$ cat config.mk
export PLATFORM = sky130hd
export DESIGN_NAME = audio_cap_ring
export DESIGN_NICKNAME = d
export VERILOG_FILES = /design/src/rtl/acr_pkg.sv /design/src/rtl/acr_sample_fmt.sv /design/src/rtl/acr_ring.sv /design/src/rtl/acr_irq.sv /design/src/rtl/audio_cap_ring.sv
export SDC_FILE = /design/constraint.sdc
export NUM_CORES = 1
export LEC_CHECK = 0
export CAP_MARGIN = 20
export CORE_MARGIN = 5
export CORE_UTILIZATION = 50
export DETAILED_ROUTE_END_ITERATION = 8
export DONT_BUFFER_PORTS = 1
export GPL_TIMING_DRIVEN = 1
export PLACE_DENSITY_LB_ADDON = 0.1
export SYNTH_ARGS = -nofsm -noshare
export SYNTH_HDL_FRONTEND = slang
export SYNTH_SLANG_ARGS = --single-unit
$ cat constraint.sdc
create_clock -name clk -period 3.23 [get_ports clk]
set_input_delay 0.1615 -clock clk [delete_from_list [all_inputs] [get_ports clk]]
set_output_delay 0.1615 -clock clk [all_outputs]
set_load 0.05 [all_outputs]
$ cat src/rtl/acr_pkg.sv
package acr_pkg;
  localparam logic [15:0] LFSR_SEED = 16'hACE1;
  localparam int SAMPLE_W = 24;

  typedef enum logic [1:0] {
    FMT_16 = 2'b00,
    FMT_18 = 2'b01,
    FMT_20 = 2'b10,
    FMT_24 = 2'b11
  } fmt_e;

  typedef struct packed {
    logic ext;
    logic ovr;
    logic lvl;
  } stat_t;

  function automatic logic [15:0] lfsr_next(input logic [15:0] s);
    return {s[14:0], s[15] ^ s[13] ^ s[12] ^ s[10]};
  endfunction
endpackage

$ cat src/rtl/acr_sample_fmt.sv
module acr_sample_fmt
  import acr_pkg::*;
(
  input  logic                clk,
  input  logic                rst_n,
  input  logic                clear,
  input  logic                beat,
  input  logic [SAMPLE_W-1:0] raw,
  input  logic [1:0]          fmt_sel,
  input  logic                test_en,
  input  logic                test_sel,
  output logic [SAMPLE_W-1:0] word
);
  logic [15:0]          lfsr_q;
  logic [SAMPLE_W-1:0]  aligned;

  always_ff @(posedge clk or negedge rst_n) begin
    if (!rst_n)                          lfsr_q <= LFSR_SEED;
    else if (clear)                      lfsr_q <= LFSR_SEED;
    else if (beat && test_en && test_sel) lfsr_q <= lfsr_next(lfsr_q);
  end

  always_comb begin
    unique case (fmt_e'(fmt_sel))
      FMT_16:  aligned = raw >> (SAMPLE_W - 16);
      FMT_18:  aligned = raw >> (SAMPLE_W - 18);
      FMT_20:  aligned = raw >> (SAMPLE_W - 20);
      default: aligned = raw;
    endcase
  end

  always_comb begin
    if (!test_en)      word = aligned;
    else if (test_sel) word = SAMPLE_W'(lfsr_q);
    else               word = SAMPLE_W'(8'h55);
  end

  // the generator never reaches the all-zero lock-up state
  p_lfsr_live_r11: assert property (@(posedge clk) disable iff (!rst_n)
    lfsr_q != 16'h0000);
endmodule

$ cat src/rtl/acr_ring.sv
module acr_ring #(
  parameter int ADDR_W = 5,
  parameter int DATA_W = 24
) (
  input  logic              clk,
  input  logic              rst_n,
  input  logic              clear,
  input  logic              push,
  input  logic              pop,
  input  logic [DATA_W-1:0] din,
  output logic [DATA_W-1:0] dout,
  output logic [ADDR_W-1:0] wr_ptr,
  output logic [ADDR_W-1:0] rd_ptr,
  output logic [ADDR_W:0]   count,
  output logic [ADDR_W:0]   count_nxt,
  output logic              full,
  output logic              empty,
  output logic              ovr_evt
);
  localparam int DEPTH = 1 << ADDR_W;

  logic [DATA_W-1:0] mem [DEPTH];
  logic              do_wr;
  logic              do_rd;

  assign full    = (count == (ADDR_W+1)'(DEPTH));
  assign empty   = (count == '0);
  assign do_wr   = push && !full;
  assign do_rd   = pop && !empty;
  assign ovr_evt = push && full;
  assign dout    = mem[rd_ptr];

  always_comb begin
    count_nxt = count;
    if (do_wr && !do_rd)      count_nxt = count + 1'b1;
    else if (do_rd && !do_wr) count_nxt = count - 1'b1;
  end

  always_ff @(posedge clk) begin
    if (do_wr) mem[wr_ptr] <= din;
  end

  always_ff @(posedge clk or negedge rst_n) begin
    if (!rst_n) begin
      wr_ptr <= '0;
      rd_ptr <= '0;
      count  <= '0;
    end else if (clear) begin
      wr_ptr <= '0;
      rd_ptr <= '0;
      count  <= '0;
    end else begin
      if (do_wr) wr_ptr <= wr_ptr + 1'b1;
      if (do_rd) rd_ptr <= rd_ptr + 1'b1;
      count <= count_nxt;
    end
  end

  // the fill count never exceeds the depth
  p_no_overflow_r6: assert property (@(posedge clk) disable iff (!rst_n)
    count <= (ADDR_W+1)'(DEPTH));

  // a beat into a full buffer leaves the write index in place
  p_drop_full_r6: assert property (@(posedge clk) disable iff (!rst_n)
    (push && full && !clear) |=> wr_ptr == $past(wr_ptr));

  // a taken word moves the read index by one
  p_pop_adv_r4: assert property (@(posedge clk) disable iff (!rst_n)
    (pop && !empty && !clear) |=> rd_ptr == ADDR_W'($past(rd_ptr) + 1'b1));

  // the distance between the indices matches the fill count
  p_ptr_gap_r5: assert property (@(posedge clk) disable iff (!rst_n)
    ADDR_W'(wr_ptr - rd_ptr) == count[ADDR_W-1:0]);
endmodule

$ cat src/rtl/acr_irq.sv
module acr_irq
  import acr_pkg::*;
#(
  parameter int ADDR_W = 5
) (
  input  logic            clk,
  input  logic            rst_n,
  input  logic            clear,
  input  logic [ADDR_W:0] count,
  input  logic [ADDR_W:0] count_nxt,
  input  logic            ovr_evt,
  input  logic            ext_evt,
  input  logic [1:0]      lvl_sel,
  input  logic            ovr_en,
  input  logic            ext_en,
  input  logic [2:0]      stat_clr,
  output logic [2:0]      status,
  output logic            irq
);
  localparam int DEPTH = 1 << ADDR_W;

  stat_t           stat_q;
  stat_t           set_v;
  logic [ADDR_W:0] thr;
  logic            lvl_on;

  assign lvl_on = (lvl_sel != 2'b00);

  always_comb begin
    unique case (lvl_sel)
      2'b01:   thr = (ADDR_W+1)'(DEPTH / 8);
      2'b10:   thr = (ADDR_W+1)'(DEPTH / 4);
      default: thr = (ADDR_W+1)'(DEPTH / 2);
    endcase
  end

  always_comb begin
    set_v.lvl = lvl_on && (count_nxt == thr) && (count != thr);
    set_v.ovr = ovr_evt;
    set_v.ext = ext_evt;
  end

  always_ff @(posedge clk or negedge rst_n) begin
    if (!rst_n)     stat_q <= '0;
    else if (clear) stat_q <= '0;
    else            stat_q <= (stat_q & ~stat_t'(stat_clr)) | set_v;
  end

  assign status = stat_q;
  assign irq    = (stat_q.lvl && lvl_on) || (stat_q.ovr && ovr_en) ||
                  (stat_q.ext && ext_en);

  // without a clear strobe a raised overrun flag stays raised
  p_ovr_sticky_r8: assert property (@(posedge clk) disable iff (!rst_n)
    (stat_q.ovr && !stat_clr[1] && !clear) |=> stat_q.ovr);

  // a set that meets a clear in the same cycle still leaves the flag set
  p_set_wins_r8: assert property (@(posedge clk) disable iff (!rst_n)
    (ovr_evt && !clear) |=> stat_q.ovr);

  // with threshold select 00 the level flag never rises
  p_lvl_off_r7: assert property (@(posedge clk) disable iff (!rst_n)
    (!lvl_on && !stat_q.lvl) |=> !stat_q.lvl);
endmodule

$ cat src/rtl/audio_cap_ring.sv
module audio_cap_ring
  import acr_pkg::*;
#(
  parameter int ADDR_W = 5
) (
  input  logic                clk,
  input  logic                rst_n,
  input  logic                clear,
  input  logic                record,
  input  logic [1:0]          fmt_sel,
  input  logic                test_en,
  input  logic                test_sel,
  input  logic                in_valid,
  output logic                in_ready,
  input  logic [23:0]         in_data,
  output logic                out_valid,
  input  logic                out_ready,
  output logic [23:0]         out_data,
  output logic [ADDR_W-1:0]   wr_ptr,
  output logic [ADDR_W-1:0]   rd_ptr,
  input  logic [1:0]          lvl_sel,
  input  logic                ovr_en,
  input  logic                ext_en,
  input  logic                ext_evt,
  input  logic [2:0]          stat_clr,
  output logic [2:0]          status,
  output logic                irq
);
  logic [SAMPLE_W-1:0] word;
  logic [ADDR_W:0]     count;
  logic [ADDR_W:0]     count_nxt;
  logic                full;
  logic                empty;
  logic                ovr_evt;
  logic                push;

  assign in_ready  = 1'b1;
  assign push      = in_valid && record;
  assign out_valid = !empty;

  acr_sample_fmt u_fmt (
    .clk      (clk),
    .rst_n    (rst_n),
    .clear    (clear),
    .beat     (in_valid),
    .raw      (in_data),
    .fmt_sel  (fmt_sel),
    .test_en  (test_en),
    .test_sel (test_sel),
    .word     (word)
  );

  acr_ring #(.ADDR_W(ADDR_W), .DATA_W(SAMPLE_W)) u_ring (
    .clk       (clk),
    .rst_n     (rst_n),
    .clear     (clear),
    .push      (push),
    .pop       (out_ready),
    .din       (word),
    .dout      (out_data),
    .wr_ptr    (wr_ptr),
    .rd_ptr    (rd_ptr),
    .count     (count),
    .count_nxt (count_nxt),
    .full      (full),
    .empty     (empty),
    .ovr_evt   (ovr_evt)
  );

  acr_irq #(.ADDR_W(ADDR_W)) u_irq (
    .clk       (clk),
    .rst_n     (rst_n),
    .clear     (clear),
    .count     (count),
    .count_nxt (count_nxt),
    .ovr_evt   (ovr_evt),
    .ext_evt   (ext_evt),
    .lvl_sel   (lvl_sel),
    .ovr_en    (ovr_en),
    .ext_en    (ext_en),
    .stat_clr  (stat_clr),
    .status    (status),
    .irq       (irq)
  );

  // with record low the write index does not move
  p_no_capture_r2: assert property (@(posedge clk) disable iff (!rst_n)
    (!record && !clear) |=> wr_ptr == $past(wr_ptr));

  // one cycle after clear the buffer is empty and no flag is pending
  p_clear_r1: assert property (@(posedge clk) disable iff (!rst_n)
    clear |=> (!out_valid && status == 3'b000));
endmodule

# [Word-level counts from Yosys, hierarchy flattened]
# Memories as Yosys holds them, arrays and structs flattened.
# Index checks and enable logic that the tools add are counted.
[totals] ff_bits=35 ram_bits=768 input_bits=42 elab_cells=66 mem_count=1
[op_classes] add_sub_neg=4 n_eq_ne=7 muxes=16 bitwise=6 n_reduce_logical=25
[mem_list] name="u_ring.mem" words=32 width=24 rd=1 rd_clocked_by_memory_dff=0 write_ports=1 line_no="acr_ring.sv:22" text="logic [DATA_W-1:0] mem [DEPTH];"
[op_table] cell="24-bit one-hot mux with 3 select lines" count=1
[op_table] cell="16-bit two-way mux" count=3
[op_table] cell="24-bit two-way mux" count=1
[op_table] cell="5-bit two-way mux" count=4
[op_table] cell="6-bit two-way mux" count=3
[op_table] cell="1-bit logical AND" count=13
[op_table] cell="5-bit by 1-bit adder with 5-bit output, second input constant" count=2
[op_table] cell="5-bit one-hot mux with 2 select lines" count=1
[op_table] cell="2-bit nonzero test" count=4
[op_table] cell="6-bit by 1-bit adder with 6-bit output, second input constant" count=1
[op_table] cell="6-bit by 5-bit equality test with 1-bit output" count=1
[op_table] cell="6-bit equality test, second input constant" count=1
[op_table] cell="6-bit zero test" count=1
[op_table] cell="6-bit by 5-bit inequality test with 1-bit output" count=1
[op_table] cell="6-bit by 1-bit subtractor with 6-bit output, second input constant" count=1
[op_table] cell="2-bit by 1-bit equality test with 1-bit output, second input constant" count=2
[op_table] cell="2-bit equality test, second input constant" count=2
[op_table] cell="1-bit zero test" count=4
[op_table] cell="3-bit bitwise AND" count=1
[op_table] cell="3-bit two-way mux" count=1
[op_table] cell="3-bit inverter" count=1
[op_table] cell="3-bit OR" count=1
[op_table] cell="1-bit bitwise XOR" count=3
[op_table] cell="2-bit zero test" count=1
[op_table] cell="other kinds (2)" count=4

# [Longest topological paths before layout]
[depth] ltp_word=12 ltp_mapped=9

# [Cells and area by module]
# Synthesis repeated with hierarchy kept, for this count alone.
[unflattened] cells_unflattened=1671 area_unflattened_um2=32006.9
[by_module_without_submodules] mod="acr_ring" n_inst=1 cells_each=1470 area_each_um2=30246.5 seq_area_each_um2=23462.5
[by_module_without_submodules] mod="acr_sample_fmt" n_inst=1 cells_each=168 area_each_um2=1473.9 seq_area_each_um2=410.4
[by_module_without_submodules] mod="acr_irq" n_inst=1 cells_each=29 area_each_um2=265.3 seq_area_each_um2=75.1
[by_module_without_submodules] mod="audio_cap_ring" n_inst=1 cells_each=4 area_each_um2=21.3 seq_area_each_um2=0.0

# [Worst setup path before layout]
# OpenSTA, ideal clock, no wires.
[synth_timing] path_type="input to register" start="in fmt_sel[0]" end="mem u_ring.mem[0][16], data pin" arrival_time_ns=2.904 t_required_ns=2.763 slack_ns=-0.141 stages=5 path_buffers=3 cell_sequence="clkbuf_1 -> buf_1 -> clkbuf_1 -> a21oi_1 -> a211oi_1"
[synth_between] elab_chain_cells=3 elab_cells_between_ends=5 classes_between="eq/ne: 2; mux: 2; reduce/logical: 1"
[synth_lines] element="start, declared" line_no="audio_cap_ring.sv:10" text="input logic [1:0] fmt_sel,"
[synth_lines] element="2-bit equality test, or another cell as far along" line_no="acr_sample_fmt.sv:24" text="unique case (fmt_e'(fmt_sel))"
[synth_lines] element="24-bit one-hot mux with 3 select lines (*)" line_no="acr_sample_fmt.sv:24"
[synth_lines] element="24-bit two-way mux (*)" line_no="acr_sample_fmt.sv:33" text="if (!test_en) word = aligned;"
[synth_lines] element="via u_fmt.word[16]" line_no="acr_sample_fmt.sv:12" text="output logic [SAMPLE_W-1:0] word"
[synth_lines] element="end, declared" line_no="acr_ring.sv:22"
# The timed path passes the listed nets; every way through them passes the cells marked *.

# [Worst setup path after layout]
[layout_timing] start="reg u_ring.rd_ptr[0]" end="out out_data[13]"
[layout_between] elab_chain_cells=1
[layout_lines] element="start, declared" line_no="acr_ring.sv:13" text="output logic [ADDR_W-1:0] rd_ptr,"
[layout_lines] element="start signal, assigned" line_no="acr_ring.sv:54" text="if (do_rd) rd_ptr <= rd_ptr + 1'b1;"
[layout_lines] element="memory 32 x 24 bit"
[layout_lines] element="end, declared" line_no="audio_cap_ring.sv:18" text="output logic [23:0] out_data,"
# No other way between the ends.

==> flow_metrics.tcl <==
set metrics [dict create \
    diodes 0 \
    cts_made_buffers 83 \
    cts_root_buf "clkbuf_16" \
    place_area_sq_um 34100 \
    drc 0 \
    start_kind "flip-flop" \
    grt_pass1_vias 15600 \
    rows 92 \
    io_buffers 0 \
    dieWidth_um 262 \
    period_minus_slack_ns 3.17 \
    yosysSeqAreaShare_pct 75.1 \
    die_h_um 262 \
    worst_setup_path_end_kind "primary output" \
    via_count 15100 \
    cts_tree "yes" \
    grt.total_usage_pct 22.6 \
    synth_nets 1484 \
    clk_path_buf_depth 3 \
    met2_length_um 38000 \
    final_core_util_pct 58.9 \
    core_area_sq_um 63100 \
    power_density_nw_per_um2 725 \
    synth_warnings 0 \
    insertion_delay_ns 0.63 \
    drtIter0Drc 1689 \
    critPathMaxStageDelay_ns 0.55 \
    cp.required_ns 3.07 \
    clkSlewWorstSetupHoldPaths_ns 0.06 \
    final_hold_viol_count 0 \
    min_path_type "input pin to flip-flop" \
    ys_types 53 \
    critPathArrivalTime_ns 3.01 \
    path_cells "buf_16 -> buf_16 -> mux4_2 -> mux4_2 -> mux2_4" \
    dp_hpwl_um 45500 \
    drt.antenna.violating_nets 0 \
    cp_max_fo 22 \
    place_ws_ns 0.483 \
    wl_per_cell_um 31.7 \
    dr.pass1.iters 6 \
    setup_viol 0 \
    fmax_ghz 0.316 \
    io_pins 82 \
    gp_congestion 0.799 \
    async_flop_share_pct 4.36 \
    layout-area-overhead-vs-synth_pct 16.6 \
    critPathSlowestCell "mux4_2" \
    synth_flop_cell "edfxtp_1" \
    synth_area_sq_um 31900 \
    worst_pin_slew_ns 1.16 \
    finClkSkew_ns 0.0256 \
    status "complete, no violations" \
    synth_seq_cells 803 \
    cap_viol_max_count 0 \
    clock_sinks 803 \
    period_share_pct 98.0 \
    wl_met1_um 33400 \
    vdd_drop_max_mv 0.529 \
    grt_start_max_net_pins 60 \
    final_area_sq_um 37200 \
    grt_antenna_before_repair 0 \
    avgViaCountPerCell 6.13 \
    cts-htree-levels 3 \
    final_nets 1618 \
    grt_pass1_wl_um 112000 \
    dieArea_sq_um 68900 \
    avgSynthCellArea_sq_um 22.3 \
    wl_met3_um 5590 \
    start_util_pct 50.5 \
    overflow 0 \
    top_layer "met4" \
    wl_um 78200 \
    fin_ws_ns 0.0630 \
    synth_edf_count 768 \
    relSlewSlack_pct 22.5 \
    worst-setup-path-type "flip-flop to primary output" \
    netlist_instances 1432 \
    p_leak_nw 11.6 \
    rsz0062_at_grt "yes" \
    drv_slew 0 \
    drive_above_1_share_pct 35.8 \
]
[area by class of cell]
cell class | instances | area (sq um)
Timing Repair Buffer | 134 | 1530
Fill cell | 4582 | 25900
Tap cell | 846 | 1060
Inverter | 16 | 60.1
Clock buffer | 103 | 2220
Multi-Input combinational cell | 528 | 7950
Sequential cell | 803 | 24000
Clock inverter | 41 | 379
[cell usage in the layout, fill, tap and decap left out, types with 6 or more instances in the layout]
master and instances:
dlygate4sd3_1 18, mux4_2 256, xnor2_1 8, nand4_1 6, ha_1 10, edfxtp_1 768
bufinv_16 6, xor2_1 11, nand2_1 29, dfrtp_1 22, clkinv_2 13, buf_4 81
buf_16 7, clkbuf_16 87, nor2_4 32, buf_12 19, inv_1 16, nor2_1 41
dfstp_2 8, a21oi_1 11, clkbuf_1 17, mux2_4 19, clkinv_1 15, nor3_1 6
nand3_1 6
[layer usage]
| metal | up-vias | GRT usage (%) |
|---|---|---|
| met2 | 510 | 35.3 |
| met5 | - | 0 |
| li1 | 6303 | - |
| met3 | 91 | 4.66 |
| met1 | 8234 | 33.6 |
| met4 | 0 | 5.10 |
[critical path, delay by kind of cell, from the launching register on]
kind | cells | cell delay, ns
mux | 3 | 1.45
flops | 1 | 0.46
buf+inv | 2 | 0.45
[sequential cells by signal (all words and copies together) (netlist names)]
register       flops
u_ring.wr_ptr      5
u_ring.rd_ptr      5
u_fmt.lfsr_q      16
u_ring.count       6
u_ring.mem       768
u_irq.status       3
[cells by family after synthesis]
| kind of cell | synth area share (%) |
|---|---|
| compound gates | 1.34 |
| buf+inv | 1.34 |
| simple gates | 2.14 |
| fa+ha+maj | 0.393 |
| mux | 19.1 |
| xor+xnor | 0.522 |
| other cells | 0.0118 |
| flops | 75.1 |
[through the flow]
stage / power, mW / cells / setup TNS [ns] / hold slack [ns]
floorplan: 16.2 / 1432 / -9.05 / -0.134
global route: 27.9 / 2471 / -0.0421 / 0.0275
finish: 26.9 / 2471 / 0 / 0.0397
CTS: 27.2 / 2464 / -0.0540 / 0.000888
global placement: 17.6 / 2298 / 0 / -0.132
detailed placement: 17.6 / 2299 / 0 / -0.131
[repair_timing]
action                                  4_1_cts  5_1_grt
hold buffers                                 16        4
gates resized for setup                      16       14
cloned                                        3        0
endpoints found under the setup margin       17       15
setup buffers                                 2        0
hold endpoints to repair                    247       38
[Yosys cell counts, types with 8 or more instances]
library cell | count | share of area (%)
edfxtp_1 | 768 | 72
mux4_2 | 256 | 18
nor2_1 | 75 | 0.88
clkbuf_1 | 53 | 0.62
nand2_1 | 29 | 0.34
dfrtp_1 | 27 | 2.1
mux2_2 | 24 | 0.85
a21oi_1 | 21 | 0.33
buf_2 | 18 | 0.28
inv_1 | 16 | 0.19
xor2_1 | 11 | 0.30
buf_1 | 10 | 0.12
ha_1 | 10 | 0.39
dfstp_2 | 8 | 0.66
o21ai_0 | 8 | 0.13
xnor2_1 | 8 | 0.22
[power breakdown]
part           internal [mW]  switching, mW  total, mW
registers               11.6          0.146       11.7
clock network           5.34           3.86       9.20
logic                   2.93           3.06       5.99
total                   19.9           7.06       26.9
[final timing paths]
kind | slack, ns | cells after the start | start | endpoint
worst max-delay path | 0.06 | 5 | u_ring.rd_ptr[0]$_DFFE_PN0P_ | out_data[13]
worst min-delay path | 0.04 | 5 | record | u_ring.count[5]$_DFF_PN0_
worst max register to register | 0.40 | 7 | u_ring.count[2]$_DFF_PN0_ | u_ring.mem[25][16]$_DFFE_PP_
worst min register to register | 0.52 | 2 | u_fmt.lfsr_q[6]$_DFFE_PN1P_ | u_fmt.lfsr_q[7]$_DFFE_PN1P_
max in group asynchronous | 2.91 | 3 | rst_n | u_ring.rd_ptr[3]$_DFFE_PN0P_
min in group asynchronous | 0.11 | 3 | rst_n | u_fmt.lfsr_q[8]$_DFFE_PN0P_
Power figures use the tool's default switching activity.
